[src/rtl/rdlvl_pkg.sv]
package rdlvl_pkg;
  typedef enum logic [1:0] {
    ST_IDLE = 2'd0,
    ST_REQ  = 2'd1,
    ST_CAP  = 2'd2,
    ST_DONE = 2'd3
  } sweep_st_e;
endpackage

[src/rtl/rdlvl_ctrl.sv]
module rdlvl_ctrl
  import rdlvl_pkg::*;
#(
  parameter int NUM_STEPS = 64,
  parameter int BURST_LEN = 8,
  localparam int STEP_W = $clog2(NUM_STEPS),
  localparam int BEAT_W = (BURST_LEN > 1) ? $clog2(BURST_LEN) : 1
) (
  input  logic              clk_i,
  input  logic              rst_ni,
  input  logic              start_i,
  input  logic              rd_ack_i,
  input  logic              cap_valid_i,
  output logic              rd_req_o,
  output logic              beat_en_o,
  output logic              first_beat_o,
  output logic              rec_o,
  output logic [STEP_W-1:0] step_o,
  output logic              done_o,
  output logic              busy_o
);
  localparam logic [STEP_W-1:0] LAST_STEP = STEP_W'(NUM_STEPS - 1);
  localparam logic [BEAT_W-1:0] LAST_BEAT = BEAT_W'(BURST_LEN - 1);

  sweep_st_e         state_q;
  logic [STEP_W-1:0] step_q;
  logic [BEAT_W-1:0] beat_q;

  always_comb begin
    rd_req_o     = (state_q == ST_REQ);
    done_o       = (state_q == ST_DONE);
    busy_o       = (state_q == ST_REQ) || (state_q == ST_CAP);
    beat_en_o    = (state_q == ST_CAP) && cap_valid_i && !start_i;
    first_beat_o = (beat_q == '0);
    rec_o        = beat_en_o && (beat_q == LAST_BEAT);
    step_o       = step_q;
  end

  always_ff @(posedge clk_i or negedge rst_ni) begin
    if (!rst_ni) begin
      state_q <= ST_IDLE;
      step_q  <= '0;
      beat_q  <= '0;
    end else if (start_i) begin
      state_q <= ST_REQ;
      step_q  <= '0;
      beat_q  <= '0;
    end else begin
      unique case (state_q)
        ST_REQ: if (rd_ack_i) begin
          state_q <= ST_CAP;
          beat_q  <= '0;
        end
        ST_CAP: if (beat_en_o) begin
          if (beat_q == LAST_BEAT) begin
            beat_q <= '0;
            if (step_q == LAST_STEP) state_q <= ST_DONE;
            else begin
              step_q  <= step_q + STEP_W'(1);
              state_q <= ST_REQ;
            end
          end else begin
            beat_q <= beat_q + BEAT_W'(1);
          end
        end
        default: ;
      endcase
    end
  end
endmodule

[src/rtl/rdlvl_lane_chk.sv]
module rdlvl_lane_chk #(
  parameter int LANE_W = 8
) (
  input  logic              clk_i,
  input  logic              rst_ni,
  input  logic              clr_i,
  input  logic              beat_en_i,
  input  logic              first_i,
  input  logic [LANE_W-1:0] byte_i,
  output logic              pass_o
);
  logic              ok_q;
  logic [LANE_W-1:0] prev_q;
  logic              beat_ok, ok_eff;

  // first beat: any solid byte; later beats: inverse of the previous one
  always_comb begin
    beat_ok = first_i ? ((byte_i == '0) || (byte_i == '1)) : (byte_i == ~prev_q);
    ok_eff  = first_i ? 1'b1 : ok_q;
    pass_o  = ok_eff && beat_ok;
  end

  always_ff @(posedge clk_i or negedge rst_ni) begin
    if (!rst_ni) begin
      ok_q   <= 1'b1;
      prev_q <= '0;
    end else if (clr_i) begin
      ok_q   <= 1'b1;
      prev_q <= '0;
    end else if (beat_en_i) begin
      ok_q   <= pass_o;
      prev_q <= byte_i;
    end
  end
endmodule

[src/rtl/rdlvl_run_track.sv]
module rdlvl_run_track #(
  parameter int NUM_STEPS = 64,
  localparam int STEP_W = $clog2(NUM_STEPS),
  localparam int LEN_W  = STEP_W + 1
) (
  input  logic                 clk_i,
  input  logic                 rst_ni,
  input  logic                 clr_i,
  input  logic                 rec_i,
  input  logic                 pass_i,
  input  logic [STEP_W-1:0]    step_i,
  output logic [NUM_STEPS-1:0] result_o,
  output logic [STEP_W-1:0]    center_o,
  output logic                 err_o
);
  logic [NUM_STEPS-1:0] res_q;
  logic [LEN_W-1:0]     cur_len_q, best_len_q, nxt_len;
  logic [STEP_W-1:0]    cur_start_q, best_start_q, nxt_start;
  logic [LEN_W-1:0]     half;

  always_comb begin
    nxt_len   = cur_len_q + LEN_W'(1);
    nxt_start = (cur_len_q == '0) ? step_i : cur_start_q;
    half      = (best_len_q - LEN_W'(1)) >> 1;
    err_o     = (best_len_q == '0);
    center_o  = err_o ? '0 : best_start_q + half[STEP_W-1:0];
    result_o  = res_q;
  end

  always_ff @(posedge clk_i or negedge rst_ni) begin
    if (!rst_ni) begin
      res_q        <= '0;
      cur_len_q    <= '0;
      cur_start_q  <= '0;
      best_len_q   <= '0;
      best_start_q <= '0;
    end else if (clr_i) begin
      res_q        <= '0;
      cur_len_q    <= '0;
      cur_start_q  <= '0;
      best_len_q   <= '0;
      best_start_q <= '0;
    end else if (rec_i) begin
      res_q[step_i] <= pass_i;
      if (pass_i) begin
        cur_len_q   <= nxt_len;
        cur_start_q <= nxt_start;
        // strict compare keeps the earliest of equally long runs
        if (nxt_len > best_len_q) begin
          best_len_q   <= nxt_len;
          best_start_q <= nxt_start;
        end
      end else begin
        cur_len_q <= '0;
      end
    end
  end
endmodule

[src/rtl/rdlvl_sweep.sv]
module rdlvl_sweep #(
  parameter int NUM_LANES = 2,
  parameter int NUM_STEPS = 64,
  parameter int BURST_LEN = 8,
  parameter int LANE_W    = 8,
  localparam int STEP_W   = $clog2(NUM_STEPS)
) (
  input  logic                           clk_i,
  input  logic                           rst_ni,
  input  logic                           start_i,
  output logic                           rd_req_o,
  input  logic                           rd_ack_i,
  input  logic                           cap_valid_i,
  input  logic [NUM_LANES*LANE_W-1:0]    cap_data_i,
  output logic [NUM_LANES*STEP_W-1:0]    delay_o,
  output logic [NUM_LANES*NUM_STEPS-1:0] result_o,
  output logic                           done_o,
  output logic                           busy_o,
  output logic [NUM_LANES*STEP_W-1:0]    center_o,
  output logic [NUM_LANES-1:0]           err_o
);
  logic              beat_en, first_beat, rec;
  logic [STEP_W-1:0] step;

  rdlvl_ctrl #(
    .NUM_STEPS(NUM_STEPS),
    .BURST_LEN(BURST_LEN)
  ) ctrl_i (
    .clk_i       (clk_i),
    .rst_ni      (rst_ni),
    .start_i     (start_i),
    .rd_ack_i    (rd_ack_i),
    .cap_valid_i (cap_valid_i),
    .rd_req_o    (rd_req_o),
    .beat_en_o   (beat_en),
    .first_beat_o(first_beat),
    .rec_o       (rec),
    .step_o      (step),
    .done_o      (done_o),
    .busy_o      (busy_o)
  );

  for (genvar l = 0; l < NUM_LANES; l++) begin : g_lane
    logic lane_pass;

    assign delay_o[l*STEP_W +: STEP_W] = step;

    rdlvl_lane_chk #(.LANE_W(LANE_W)) pat_i (
      .clk_i    (clk_i),
      .rst_ni   (rst_ni),
      .clr_i    (start_i),
      .beat_en_i(beat_en),
      .first_i  (first_beat),
      .byte_i   (cap_data_i[l*LANE_W +: LANE_W]),
      .pass_o   (lane_pass)
    );

    rdlvl_run_track #(.NUM_STEPS(NUM_STEPS)) run_i (
      .clk_i   (clk_i),
      .rst_ni  (rst_ni),
      .clr_i   (start_i),
      .rec_i   (rec),
      .pass_i  (lane_pass),
      .step_i  (step),
      .result_o(result_o[l*NUM_STEPS +: NUM_STEPS]),
      .center_o(center_o[l*STEP_W +: STEP_W]),
      .err_o   (err_o[l])
    );
  end
endmodule

[config.mk]
export PLATFORM = sky130hd
export DESIGN_NAME = rdlvl_sweep
export DESIGN_NICKNAME = d
export VERILOG_FILES = /design/src/rtl/rdlvl_pkg.sv /design/src/rtl/rdlvl_ctrl.sv /design/src/rtl/rdlvl_lane_chk.sv /design/src/rtl/rdlvl_run_track.sv /design/src/rtl/rdlvl_sweep.sv
export SDC_FILE = /design/constraint.sdc
export NUM_CORES = 1
export LEC_CHECK = 0
export ABC_AREA = 0
export ABC_CLOCK_PERIOD_IN_PS = 5100
export BUFFER_PORTS_ARGS = -buffer_cell sky130_fd_sc_hd__buf_2
export CORE_ASPECT_RATIO = 0.9
export CORE_MARGIN = 5
export CORE_UTILIZATION = 50
export CTS_CLUSTER_DIAMETER = 100
export CTS_CLUSTER_SIZE = 10
export DETAILED_ROUTE_END_ITERATION = 12
export PLACE_DENSITY = 0.77
export SYNTH_ARGS = -nofsm -noshare
export SYNTH_HDL_FRONTEND = slang
export SYNTH_SLANG_ARGS = --single-unit
[constraint.sdc]
create_clock -name clk_i -period 5.1 [get_ports clk_i]
set_input_delay 0.51 -clock clk_i [delete_from_list [all_inputs] [get_ports clk_i]]
set_output_delay 0.51 -clock clk_i [all_outputs]
set_load 0.02 [all_outputs]
Word-level counts from Yosys, hierarchy flattened
Cells that the tools add are included.

Register bits: 209. Bits in latches: 0. RAM bits: 0. Memory bits (read-only): 0. Input bits: 21. Output and inout bits: 157. Memories kept: 0.

Add/subtract/negate cells: 8. $mul: 0. Div/mod/pow operators: 0. Order comparisons: 4. Equality and inequality tests: 13. Shift operators: 0. Multiplexer cells: 68. Bitwise operators: 2. Reduce and logical (&&, ||, !) cells: 33.

Operators with widths (number): 2-to-1 mux 64 bit (4); 2-to-1 mux 6 bit (23); bitwise mux 64 bit (2); 2-to-1 mux 7 bit (14); 2-to-1 mux 8 bit (4); zero test 7 bit (4); == test 8 bit (2); == test 8 bit, second input constant (2); zero test 8 bit (2); NOT 8 bit (2); nonzero test 2 bit (8); adder 7 x 1 -> 7 bit, second input constant (2); greater-than comparator 7 bit (2); subtractor 7 x 1 -> 7 bit, second input constant (2); adder 6 bit (2); 2-to-1 mux 3 bit (4); 2-to-1 mux 2 bit (5); 2-to-1 mux 1 bit (9); AND reduction 3 bit (3); AND reduction 4 bit (2); < comparator 6 x 7 -> 1 bit, second input constant (1); adder 6 x 1 -> 6 bit, second input constant (1); demux 1 bit (select 6 bit) (1); == test 6 bit, second input constant (1); other kinds (16) (26).

Depth between registers and ports, before layout
Gate-level depths: netlist of run 1.

Word-level depth: 7. Mapped depth: 11. Mapped depth without buffers: 11.

By module
From an unflattened synthesis of run 1, not the netlist that was laid out.

Cell total of the unflattened synthesis: 1370. Area, all modules: 12052.8 sq um.

By module, submodules not included: rdlvl_run_track (instances 2, cells an instance 589, area an instance 5102.4 sq um, seq. area each 2252.2 sq um); rdlvl_lane_chk (instances 2, cells an instance 52, area an instance 525.5 sq um, seq. area each 226.5 sq um); rdlvl_ctrl (instances 1, cells an instance 82, area an instance 752.0 sq um, seq. area each 275.3 sq um); rdlvl_sweep (instances 1, cells an instance 6, area an instance 45.0 sq um, seq. area each 0.0 sq um).

Worst setup path after synthesis of run 1
Ideal clock, no wire load.

Path kind: flip-flop to flip-flop. From: reg g_lane[1].run_i.cur_len_q[2]. To: reg g_lane[1].run_i.best_start_q[1]. Library setup time: 0.125 ns. Arrival time: 2.496 ns. Setup slack: 2.479 ns. Stages on the path, launching flop included: 12. Path buffers: 2. Period minus slack after synthesis: 2.621 ns. Cells stage by stage: dfrtp_1 clkbuf_1 and3_1 nand3_1 xnor2_1 ha_1 nand4_1 a21oi_1 nor3_1 a2111oi_4 buf_8 mux2_4.

Cells in the longest elaborated chain, start to end: 6. Elaborated cells on any way between the ends: 10. Those cells by class: add/sub (1); order compare (1); mux (5); reduce/logical (3).

Ends and longest elaborated chain: from (decl) (line rdlvl_run_track.sv:17) `logic [LEN_W-1:0] cur_len_q, best_len_q, nxt_len;`; from (signal assigned) (line rdlvl_run_track.sv:46) `cur_len_q <= nxt_len;`; branches (longest 6 deep; another with adder 7 x 1 -> 7 bit); to (signal assigned) (line rdlvl_run_track.sv:51) `best_start_q <= nxt_start;`; to (decl) (line rdlvl_run_track.sv:18) `logic [STEP_W-1:0] cur_start_q, best_start_q, nxt_start;`.

Parallel ways; which one is timed is not known. The select of a mux whose other input is x is not followed. A chain may end at the register's enable or synchronous reset.

Worst setup path after layout of run 1
From: reg g_lane[0].run_i.best_len_q[0]. To: out center_o[5].

Cells in the longest elaborated chain, start to end: 3. Elaborated cells on any way between the ends: 4. Those cells by class: add/sub (2); mux (1); reduce/logical (1).

Ends and longest elaborated chain: from (decl) (line rdlvl_run_track.sv:17); from (signal assigned) (line rdlvl_run_track.sv:50) `best_len_q <= nxt_len;`; subtractor 7 x 1 -> 7 bit (line rdlvl_run_track.sv:24) `half = (best_len_q - LEN_W'(1)) >> 1;`; adder 6 bit (line rdlvl_run_track.sv:26) `center_o = err_o ? '0 : best_start_q + half[STEP_W-1:0];`; 2-to-1 mux 6 bit (*) (line rdlvl_run_track.sv:26); to (decl) (line rdlvl_sweep.sv:19) `output logic [NUM_LANES*STEP_W-1:0] center_o,`.

Every way passes the cells marked *; elsewhere a longest branch is shown, timed or not.

==> qor.yml, run 1 <==
outcome: "finished, final reports clean"
drt_iter0_markers: 579
drive_gt1_share_pct: 20.5
finalSetupViolCount: 0
synth_adder_area_share_pct: 4.92
p_switching_w: 0.000736
grt_first_pass_wirelength_um: 44500
rrSetupSlack_ns: 2.22
synth_area_leaders: "dfrtp_1 (48%), a211oi_1 (9.2%), nor2_1 (8.3%)"
synth_top_family_by_area: "simple AND/OR/NAND/NOR gates"
clkTransAtPathRegs_ns: 0.06
drcViolationCount: 0
port_buffers: 177
pwr-share-comb_pct: 4.0
yosys.area.top_type_share_pct: 48.3
finalNetCount: 1287
core_mm2: 0.0210
synthTopCellsByCount: "nor2_1 (236), dfrtp_1 (207), a211oi_1 (132)"
io-pin-count: 178
worst_pin_slew_ns: 0.960
power.share.clock_pct: 45.6
critPathLaunch: "g_lane[0].run_i.best_len_q[0]$_DFFE_PN0P_"
dpl.hpwl_um: 18400
r2r.worst_path.cells: 7
synth_edf_count: 0
cts_resized: 0
crit_path_end_kind: "output pin"
r2r_end: "g_lane[0].run_i.result_o[49]$_DFFE_PN0P_"
power.total_w: 0.00332
dpl_cell_area_mm2: 0.0117
worstSkewPairLatency_ns: 0.50
num_vias: 8463
cp.arrival_ns: 2.66
slowest_stage: "dfrtp_1"
synth_cells: 1094
crit_path_start_kind: "register"
period_needed_ns: 3.17
initial_core_util_pct: 51.2
place.gp.congestion: 0.806
finalWirelength_um: 27300
critPathCapture: "center_o[5]"
crit_chain: "inv_1 -> ha_1 -> xor2_1 -> ha_1 -> a21o_1 -> a21oi_1 -> o21ai_0 -> xnor2_1 -> nor2_1 -> buf_2"
grt_pass1_vias: 8324
wire_per_inst_um: 18.0
yosys_warnings: 0
die_h_um: 149
die_width_um: 164
cts_tree: "done"
path_max_fanout: 4
syn_avg_cell_area_um2: 9.80
ys_types: 53
yosysTopAreaCell: "dfrtp_1"
antenna_found_initial: 0
cts-root-buf: "clkbuf_16"
slew_headroom_pct: 35.6
max_freq_mhz: 315
cap_violations: 0
slowest_delay_ns: 0.41
ant_nets: 0
grtUsageTotal_pct: 22.2
powerDensity_mw_per_mm2: 268
skew_ns: 0.0106
synth-simple-area-share_pct: 17.8
synth_fp_nets: 1156
cts_max_path_buffers: 3
fill_cells: 1789
synth-async-reset-ratio_pct: 100
yosysMostFrequentCell: "nor2_1"
utilization_pct: 59.1
rsz0062_at_grt: "no"
intPower_w: 0.00258
synth-compound-area-share_pct: 14.6
layout_worst_path_cycle_share_pct: 62.2
p_seq_share_pct: 50.3
drt_pass1_iterations: 5
ys_seq_area_share_pct: 48.8
ys_ff_latch: 209
final-hold-violation-count: 0
finalMaxSlewViolations: 0
crit_type: "register to output pin"
synth_ff_type: "dfrtp_1"
die_area_mm2: 0.0245
fp-row-count: 50
antenna_cells: 0
finalSetupTns_ns: 0
synth-xor-area-share_pct: 4.08
cts_sinks: 209
postCtsSetupRepairBufs: 0
netlist_area_mm2: 0.0107
design_area_mm2: 0.0124
crit_top_cell: "ha_1"
grt_overflow: 0
ctsHtreeMaxLevel: 1
syn2layout_area_growth_pct: 15.4
p_leak_nw: 5.76
hold_buffers: 0
synth_mux_area_share_pct: 5.16
r2r_start: "ctrl_i.state_q[0]$_DFFE_PN0P_"
swShare_pct: 22.2
crit_required_ns: 4.59
cts_buffers: 24
holdCritPathClass: "input pin to asynchronous set/reset pin"
grt_max_degree: 115
viasPerCell: 5.57
ir_drop_uv: 194
## metal layers
layer	global-route usage [%]	up-vias	wire length, µm
li1	-	4055	-
met1	33.1	4140	12500
met2	34.3	228	12600
met3	3.34	40	1440
met4	5.53	0	705
met5	0	-	0
## final cells by class
cell class	instances	area (µm²)	area share, %
clock buffers	34	659	5.33
inverters	35	131	1.06
multi-input cells	767	5010	40.5
flip-flops and latches	209	5230	42.3
well taps	286	358	2.89
repair buffers	188	983	7.95
## per-stage QoR
| stage | setup WS [ns] | hold WS [ns] | instances |
|---|---|---|---|
| 2_1_floorplan | 2.48 | 0.214 | 1094 |
| 3_3_place_gp | 2.35 | 0.498 | 1485 |
| 3_5_place_dp | 2.24 | 0.501 | 1485 |
| 4_1_cts | 1.87 | 0.171 | 1519 |
| 5_1_grt | 1.67 | 0.213 | 1519 |
| 6_report | 1.93 | 0.123 | 1519 |
## power by group through the flow
| stage | Clock (W) | Combinational [W] | Sequential (W) |
|---|---|---|---|
| final | 0.00151 | 0.000134 | 0.00167 |
| after global routing | 0.00162 | 0.000151 | 0.00167 |
| after CTS | 0.00155 | 0.000137 | 0.00167 |
| after detailed placement | 0 | 0.000137 | 0.00170 |
| after global placement | 0 | 0.000135 | 0.00170 |
| after floorplan | 0 | 0.0000670 | 0.00170 |
## kinds of logic (layout without fill, tap and decap cells)
| group | Yosys count | after routing |
|---|---|---|
| AOI/OAI and AO/OA | 214 | 214 |
| xor gates and xnor gates | 50 | 50 |
| adders and majority gates | 41 | 41 |
| buffers and inverters | 118 | 257 |
| DFF | 209 | 209 |
| muxes | 52 | 52 |
| and+or+nand+nor | 410 | 410 |
## how the worst min path moves through the flow
stage | cells past startpoint | to | slack, ns
CTS | 1 | g_lane[1].run_i.best_len_q[2]$_DFFE_PN0P_ | 0.17
floorplan | 0 | ctrl_i.beat_q[0]$_DFFE_PN0P_ | 0.21
global placement | 2 | g_lane[0].pat_i.ok_q$_DFFE_PN1N_ | 0.50
detailed placement | 2 | g_lane[0].pat_i.ok_q$_DFFE_PN1N_ | 0.50
global route | 1 | ctrl_i.state_q[1]$_DFFE_PN0P_ | 0.21
finish | 1 | ctrl_i.beat_q[2]$_DFFE_PN0P_ | 0.12
## layout by cell type, fill, tap and decap left out, types with 6 or more instances in the layout
master / instances
a211oi_1: 132
nor2_1: 234
nand2b_1: 44
nand3_1: 22
nor3_1: 10
and3_1: 6
mux2_2: 10
o21ai_0: 6
nand3b_1: 9
nor4_1: 7
clkbuf_1: 9
xor2_1: 31
buf_2: 175
clkbuf_16: 25
buf_4: 11
dfrtp_1: 207
ha_1: 39
nand4_1: 9
a22o_1: 18
a21oi_1: 30
o211ai_1: 12
xnor2_1: 19
nor2b_1: 16
nand2_1: 26
or2_2: 8
mux2i_1: 38
inv_1: 35
## critical path, delay by kind of cell (launching register included)
family	cells	cell delay (ns)
buffers and inverters	2	0.27
XOR/XNOR	2	0.37
AO/OA/AOI/OAI	3	0.53
flip-flops	1	0.41
adder cells (fa/ha/maj)	2	0.49
AND/OR/NAND/NOR	1	0.08
## state kept, by name, indices dropped and copies added, names as in the netlist
| register | cells |
|---|---|
| g_lane.run_i.best_len_q | 14 |
| g_lane.run_i.cur_len_q | 14 |
| g_lane.run_i.result_o | 128 |
| g_lane.pat_i.prev_q | 16 |
| ctrl_i.step_o | 6 |
| ctrl_i.beat_q | 3 |
| g_lane.run_i.cur_start_q | 12 |
| ctrl_i.state_q | 2 |
| g_lane.run_i.best_start_q | 12 |
| g_lane.pat_i.ok_q | 2 |
Note: power is estimated with default switching activity, not from simulation.
==> run 2: changes to the inputs <==
--- a/config.mk
+++ b/config.mk
@@ -6,7 +6,7 @@
 export NUM_CORES = 1
 export LEC_CHECK = 0
 export ABC_AREA = 0
-export ABC_CLOCK_PERIOD_IN_PS = 5100
+export ABC_CLOCK_PERIOD_IN_PS = 2800
 export BUFFER_PORTS_ARGS = -buffer_cell sky130_fd_sc_hd__buf_2
 export CORE_ASPECT_RATIO = 0.9
 export CORE_MARGIN = 5
@@ -14,7 +14,7 @@
 export CTS_CLUSTER_DIAMETER = 100
 export CTS_CLUSTER_SIZE = 10
 export DETAILED_ROUTE_END_ITERATION = 12
-export PLACE_DENSITY = 0.77
+export PLACE_DENSITY = 0.8
 export SYNTH_ARGS = -nofsm -noshare
 export SYNTH_HDL_FRONTEND = slang
 export SYNTH_SLANG_ARGS = --single-unit
==> constraint.sdc (replaced) <==
create_clock -name clk_i -period 2.8 [get_ports clk_i]
set_input_delay 0.28 -clock clk_i [delete_from_list [all_inputs] [get_ports clk_i]]
set_output_delay 0.28 -clock clk_i [all_outputs]
set_load 0.02 [all_outputs]
==> run 2 against run 1 <==
Net effect:
- count of clock-buffer cells in the layout up 1
- largest power group unchanged
- sequential power rose by 82%
- worst setup slack lost 1.9 ns
- critical path depth did not move
- critical path type unchanged
- final cell count grew 2.5%
- sequential share of layout area shrank 1.6 points
- die area unchanged
- power increased by 83%
- via count up 3.5%
==> qor.yml, run 2 (synthesis gave the netlist of run 1 again) <==
antenna_cells: 0  # unchanged
dp_slack_ns: 0.140  # was 2.24 ns
ctsHtreeMaxLevel: 1  # unchanged
antenna_found_initial: 0  # unchanged
holdCritPathClass: "input pin to register"  # was input pin to asynchronous set/reset pin
cts_buffers: 24  # unchanged
path_buf_inv: 3  # was 2
cts_sinks: 209  # unchanged
syn2layout_area_growth_pct: 20.1  # was 15.4%
p_leak_nw: 5.99  # was 5.76 nW
worst_pin_slew_ns: 0.752  # was 0.960 ns
outcome: "finished, final reports clean"  # unchanged
crit_type: "register to output pin"  # unchanged
die_area_mm2: 0.0245  # unchanged
ir_drop_uv: 364  # was 194 µV
path_max_fanout: 4  # unchanged
cap_violations: 0  # unchanged
rsz0062_at_grt: "yes"  # was no
grt_first_pass_wirelength_um: 45500  # was 44,500 µm
worstSkewPairLatency_ns: 0.51  # was 0.50 ns
final_common_cell: "nor2_1"  # unchanged
crit_chain: "inv_2 -> ha_4 -> xor2_2 -> ha_1 -> a21o_1 -> a21oi_2 -> buf_4 -> xor2_1 -> nor2_1 -> buf_2"  # was inv_1 -> ha_1 -> xor2_1 -> ha_1 -> a21o_1 -> a21oi_1 -> o21ai_0 -> xnor2_1 -> nor2_1 -> buf_2
finalMaxSlewViolations: 0  # unchanged
slowest_delay_ns: 0.41  # about the same
swShare_pct: 22.2  # about the same
utilization_pct: 61.5  # was 59.1%
num_vias: 8762  # was 8,463
powerDensity_mw_per_mm2: 470  # was 268 mW/mm²
die_width_um: 164  # unchanged
cts_max_path_buffers: 3  # unchanged
grt_overflow: 0  # unchanged
die_h_um: 149  # unchanged
wire_per_inst_um: 18.4  # was 18.0 µm
final-hold-violation-count: 0  # unchanged
period_needed_ns: 2.78
crit_family: "buffers and inverters"  # was compound AO/OA/AOI/OAI gates
grt_pass1_vias: 8619  # was 8,324
finalSetupViolCount: 0  # unchanged
drt_iter0_markers: 695  # was 579
fp-row-count: 50  # unchanged
grtUsageTotal_pct: 22.7  # was 22.2%
skew_ns: 0.00960  # was 0.0106 ns
crit_path_end_kind: "output pin"  # unchanged
place.gp.congestion: 0.850  # was 0.806
fill_cells: 1717  # was 1,789
io-pin-count: 178  # unchanged
slowest_stage: "dfrtp_1"  # unchanged
layout_worst_path_cycle_share_pct: 99.4
max_freq_mhz: 359
port_buffers: 177  # unchanged
p_switching_w: 0.00134  # was 0.000736 W
power.share.clock_pct: 45.7  # was 45.6%
cts-root-buf: "clkbuf_16"  # unchanged
cts_tree: "done"  # unchanged
dpl.hpwl_um: 19400  # was 18,400 µm
ant_nets: 0  # unchanged
core_mm2: 0.0210  # unchanged
drcViolationCount: 0  # unchanged
hold_ws_ns: 0.0584  # was 0.123 ns
p_seq_share_pct: 50.2  # was 50.3%
pwr-share-comb_pct: 4.1  # was 4.0%
crit_required_ns: 2.52  # was 4.59 ns
clkTransAtPathRegs_ns: 0.06  # about the same
finalWirelength_um: 28700  # was 27,300 µm
viasPerCell: 5.63  # was 5.57
fin_ws_ns: 0.0181  # was 1.93 ns
largest_register_ffs: 128  # unchanged
finalNetCount: 1324  # was 1,287
dp.cells: 1507  # was 1,485
grt_max_degree: 78  # was 115
initial_core_util_pct: 51.2  # unchanged
fin_cells: 1557  # was 1,519
cp.arrival_ns: 2.50  # was 2.66 ns
drt_pass1_iterations: 5  # unchanged
drive_gt1_share_pct: 25.3  # was 20.5%
final_cell_mix: "nor2_1 (234), dfrtp_1 (205), buf_2 (172), a211oi_1 (132), buf_4 (45)"  # was nor2_1 (234), dfrtp_1 (207), buf_2 (175), a211oi_1 (132), nand2b_1 (44)
crit_path_start_kind: "register"  # unchanged
slew_headroom_pct: 49.5  # was 35.6%
intPower_w: 0.00472  # was 0.00258 W
==> run 2: cell types whose count changed in the layout (fill, tap and decap cells not counted), sizes merged <==
| cell | before | now |
|---|---|---|
| dlygate4sd3 | 0 | 1 |
| buf | 187 | 223 |
| clkbuf | 35 | 36 |
==> run 2: routing by layer <==
layer,track usage (%),up-vias,share of wire (%)
li1,-,4140,-
met1,31.9,4255,43
met2,35.6,294,47
met3,4.39,73,6.6
met4,7.82,0,3.7
met5,0,-,0
==> run 2: final timing paths <==
kind                                                                start                                           to  slack, ns  cells after the start
min in group asynchronous                                          rst_ni        g_lane[1].pat_i.prev_q[0]$_DFFE_PN0N_       0.35                      2
worst max-delay path            g_lane[1].run_i.best_len_q[1]$_DFFE_PN0P_                                  center_o[9]       0.02                     10
worst max register to register   g_lane[1].run_i.cur_len_q[1]$_DFFE_PN0P_  g_lane[1].run_i.best_start_q[5]$_DFFE_PN0P_       0.17                     10
worst min-delay path                                        cap_data_i[6]        g_lane[0].pat_i.prev_q[6]$_DFFE_PN0N_       0.06                      2
max in group asynchronous                                          rst_ni                 ctrl_i.step_o[4]$_DFFE_PN0P_       1.60                      3
worst min register to register           g_lane[1].pat_i.ok_q$_DFFE_PN1N_             g_lane[1].pat_i.ok_q$_DFFE_PN1N_       0.51                      2
==> run 2: final cells by class <==
cell class              count  area (µm²)  share of cell area [%]
clock buffers              35         663                    5.15
inverters                  35         134                    1.04
multi-input cells         767        5160                    40.1
flip-flops and latches    209        5240                    40.6
well taps                 286         358                    2.78
repair buffers            225        1330                    10.4
==> run 2: power groups by stage <==
stage | clock [W] | combinational [W] | sequential, W
after detailed placement | 0 | 0.000253 | 0.00310
after global routing | 0.00296 | 0.000281 | 0.00304
final | 0.00277 | 0.000249 | 0.00304
after CTS | 0.00282 | 0.000254 | 0.00304
after global placement | 0 | 0.000248 | 0.00309
after floorplan | 0 | 0.000122 | 0.00309
==> run 2: through the flow <==
| step | total power [W] | setup TNS (ns) | area [µm²] |
|---|---|---|---|
| 2_1_floorplan | 0.00322 | 0 | 10700 |
| 5_1_grt | 0.00628 | -0.477 | 12900 |
| 3_3_place_gp | 0.00334 | 0 | 11900 |
| 6_report | 0.00606 | 0 | 12900 |
| 3_5_place_dp | 0.00335 | 0 | 11900 |
| 4_1_cts | 0.00612 | 0 | 12700 |
==> run 2: timing repair <==
action | in CTS | in global routing
resized for setup | 13 | 32
pin swaps | 0 | 16
hold buffers | 1 | 0
hold endpoints to repair | 70 | 0
setup endpoints to repair | 5 | 21
buffers inserted | 5 | 9
==> run 3: changes to the inputs <==
--- a/config.mk
+++ b/config.mk
@@ -14,7 +14,8 @@
 export CTS_CLUSTER_DIAMETER = 100
 export CTS_CLUSTER_SIZE = 10
 export DETAILED_ROUTE_END_ITERATION = 12
-export PLACE_DENSITY = 0.8
+export PLACE_DENSITY = 0.79
 export SYNTH_ARGS = -nofsm -noshare
 export SYNTH_HDL_FRONTEND = slang
+export SYNTH_HIERARCHICAL = 1
 export SYNTH_SLANG_ARGS = --single-unit
==> run 3 against run 2 <==
Net effect:
- the run now ends with negative setup slack left
- critical path type unchanged
- flip-flop and latch count stayed put
- combinational power is 25% higher
- worst setup slack worse by 0.027 ns
- power up 0.98%
- hold slack better by 0.0056 ns
- highest routed layer unchanged
- sequential power about the same
- via count increased by 23%
- maximum frequency down 0.96%
- area after synthesis rose by 12%
- register-to-register slack lost 0.04 ns
- clock skew up 0.011 ns
==> qor.yml, run 3 <==
max_freq_mhz: 356  # was 359 MHz
crit_path_start_kind: "register"  # unchanged
period_needed_ns: 2.81  # was 2.78 ns
finalNetCount: 1608  # was 1,324
skew_ns: 0.0208  # was 0.00960 ns
grt_pass1_vias: 10100  # was 8,619
clkTransAtPathRegs_ns: 0.06  # about the same
finalMaxSlewViolations: 0  # unchanged
crit_chain: "buf_4 -> nor3_4 -> xnor2_1 -> ha_2 -> nor2b_4 -> buf_4 -> buf_4 -> buf_4 -> nor3_2 -> buf_4"  # was inv_2 -> ha_4 -> xor2_2 -> ha_1 -> a21o_1 -> a21oi_2 -> buf_4 -> xor2_1 -> nor2_1 -> buf_2
yosysMostFrequentCell: "dfrtp_1"  # was nor2_1
yosysTopAreaCell: "dfrtp_1"  # unchanged
die_area_mm2: 0.0273  # was 0.0245 mm²
cts_tree: "done"  # unchanged
ys_ff_latch: 209  # unchanged
viasPerCell: 5.78  # was 5.63
largest_register_ffs: 128  # unchanged
cts_sinks: 209  # unchanged
yosys_warnings: 6  # was 0
slew_headroom_pct: 24.0  # was 49.5%
path_buf_inv: 5  # was 3
synth_edf_count: 0  # unchanged
powerDensity_mw_per_mm2: 426  # was 470 mW/mm²
place.gp.congestion: 0.874  # was 0.850
die_width_um: 174  # was 164 µm
syn2layout_area_growth_pct: 19.3  # was 20.1%
cp.arrival_ns: 2.53  # was 2.50 ns
grt_overflow: 0  # unchanged
slowest_delay_ns: 0.40  # was 0.41 ns
ctsHtreeMaxLevel: 1  # unchanged
fp-row-count: 53  # was 50
synthTopCellsByCount: "dfrtp_1 (207), nand2_1 (198), a21oi_1 (136)"  # was nor2_1 (236), dfrtp_1 (207), a211oi_1 (132)
crit_family: "buffers and inverters"  # unchanged
finalWirelength_um: 32000  # was 28,700 µm
p_leak_nw: 6.61  # was 5.99 nW
worst_pin_slew_ns: 1.14  # was 0.752 ns
power.total_w: 0.00612  # was 0.00606 W
final-hold-violation-count: 0  # unchanged
dpl.hpwl_um: 21100  # was 19,400 µm
antenna_cells: 0  # unchanged
ys_seq_area_share_pct: 43.4  # was 48.8%
finalSetupViolCount: 1  # was 0
ant_nets: 0  # unchanged
syn_avg_cell_area_um2: 8.80  # was 9.80 µm²
cts_max_path_buffers: 3  # unchanged
final_cell_mix: "dfrtp_1 (204), nand2_1 (198), buf_2 (171), a21oi_1 (136), nor2_1 (125)"  # was nor2_1 (234), dfrtp_1 (205), buf_2 (172), a211oi_1 (132), buf_4 (45)
crit_path_end_kind: "output pin"  # unchanged
crit_type: "register to output pin"  # unchanged
fin_ws_ns: -0.00878  # was 0.0181 ns
drive_gt1_share_pct: 22.6  # was 25.3%
num_vias: 10700  # was 8,762
drt_iter0_markers: 917  # was 695
rsz0062_at_grt: "yes"  # unchanged
cts-root-buf: "clkbuf_16"  # unchanged
grt_first_pass_wirelength_um: 51900  # was 45,500 µm
crit_required_ns: 2.52  # about the same
initial_core_util_pct: 51.2  # about the same
outcome: "finished with violations"  # was finished, final reports clean
wire_per_inst_um: 17.2  # was 18.4 µm
ir_drop_uv: 451  # was 364 µV
crit_top_cell: "buf_4"
synth_cells: 1370  # was 1,094
port_buffers: 177  # unchanged
finalSetupTns_ns: -0.00878  # was 0 ns
layout_worst_path_cycle_share_pct: 100  # was 99.4%
antenna_found_initial: 0  # unchanged
path_max_fanout: 4  # unchanged
synth_fp_nets: 1432  # was 1,156
yosys.area.top_type_share_pct: 43.0  # was 48.3%
core_mm2: 0.0235  # was 0.0210 mm²
grt_max_degree: 239  # was 78
io-pin-count: 178  # unchanged
drt_pass1_iterations: 7  # was 5
grtUsageTotal_pct: 22.4  # was 22.7%
die_h_um: 157  # was 149 µm
worstSkewPairLatency_ns: 0.52  # was 0.51 ns
final_common_cell: "dfrtp_1"  # was nor2_1
violations: "negative setup slack"
drcViolationCount: 0  # unchanged
cap_violations: 0  # unchanged
netlist_area_mm2: 0.0121  # was 0.0107 mm²
cts_buffers: 24  # unchanged
synth_ff_type: "dfrtp_1"  # unchanged
synth_area_leaders: "dfrtp_1 (43%), nand2_1 (6.2%), a21oi_1 (5.6%)"  # was dfrtp_1 (48%), a211oi_1 (9.2%), nor2_1 (8.3%)
holdCritPathClass: "input pin to register"  # unchanged
ys_types: 65  # was 53
slowest_stage: "dfrtp_1"  # unchanged
rrSetupSlack_ns: 0.13  # was 0.17 ns
synth-async-reset-ratio_pct: 100  # unchanged
## run 3: changes by cell type after synthesis, sizes merged, moves of 69 or more
cell	delta
nand2	+172
a211oi	-126
nor2	-112
a21oi	+105
o21ai	+72
nand3	+69
## run 3: worst paths after layout
kind	from	endpoint	cells after the start
max reg2reg	g_lane[0].run_i/cur_len_q[1]$_DFFE_PN0P_	g_lane[0].run_i/best_len_q[0]$_DFFE_PN0P_	9
max	g_lane[1].run_i/best_len_q[0]$_DFFE_PN0P_	center_o[8]	10
min	cap_data_i[5]	g_lane[0].pat_i/prev_q[5]$_DFFE_PN0P_	3
min in group asynchronous	rst_ni	g_lane[1].run_i/result_o[46]$_DFFE_PN0P_	2
min reg2reg	g_lane[1].run_i/cur_start_q[3]$_DFFE_PN0P_	g_lane[1].run_i/cur_start_q[3]$_DFFE_PN0P_	2
max in group asynchronous	rst_ni	g_lane[0].pat_i/ok_q$_DFFE_PN1P_	3
## run 3: layout make-up
| cell class | count | area (µm²) |
|---|---|---|
| clock inverters | 1 | 16.3 |
| fillers | 1969 | 9160 |
| well taps | 302 | 378 |
| multi-input cells | 1025 | 6430 |
| flip-flops and latches | 209 | 5240 |
| inverters | 37 | 141 |
| clock buffers | 34 | 638 |
| repair buffers | 249 | 1540 |
## run 3: power by group
group,switching (W),total [W],internal [W]
logic,0.000215,0.000312,0.0000969
registers,0.0000130,0.00305,0.00304
clock network,0.00119,0.00276,0.00156
total,0.00142,0.00612,0.00470
## run 3: cells by family after synthesis
kind of cell | after synthesis | share of synthesized area [%]
and+or+nand+nor | 608 | 25.9
buffers and inverters | 136 | 5.16
muxes | 66 | 5.52
DFF | 209 | 43.4
adders and majority gates | 41 | 4.38
AOI/OAI and AO/OA | 283 | 13.7
xor gates and xnor gates | 27 | 1.96
## run 3: per-layer routing
metal  vias up  share of wire [%]  global-route usage, %
li1       5103                  -                      -
met1      5200                 44                   31.9
met2       374                 47                   36.3
met3        57                6.4                   3.31
met4         0                2.5                   6.07
met5         -                  0                      0
## run 3: timing repair
item                                   CTS  global route
hold buffers                             1             0
pin swaps                                6            13
setup buffers                           18             7
endpoints found under the hold margin   53             0
resized for setup                       27            31
setup endpoints to repair                5            31
## run 3: per-stage QoR
step / util [%] / setup slack (ns) / instances / hold slack [ns] / instance area (µm²)
2_1_floorplan: - / 0.0711 / 1370 / -0.0156 / 12100
3_3_place_gp: 56.5 / 0.214 / 1796 / 0.300 / 13300
3_5_place_dp: 56.5 / 0.0716 / 1796 / 0.304 / 13300
4_1_cts: 60.3 / -0.0270 / 1850 / 0.0433 / 14200
5_1_grt: 61.1 / -0.0966 / 1857 / 0.0633 / 14400
6_report: 61.1 / -0.00878 / 1857 / 0.0640 / 14400
## run 3: worst reg2reg max path, delay by kind of cell, from the launching register on
kind / cells / cell delay (ns)
AO/OA/AOI/OAI: 3 / 0.72
adder cells (fa/ha/maj): 2 / 0.47
flip-flops: 1 / 0.41
multiplexers: 1 / 0.33
AND/OR/NAND/NOR: 3 / 0.60
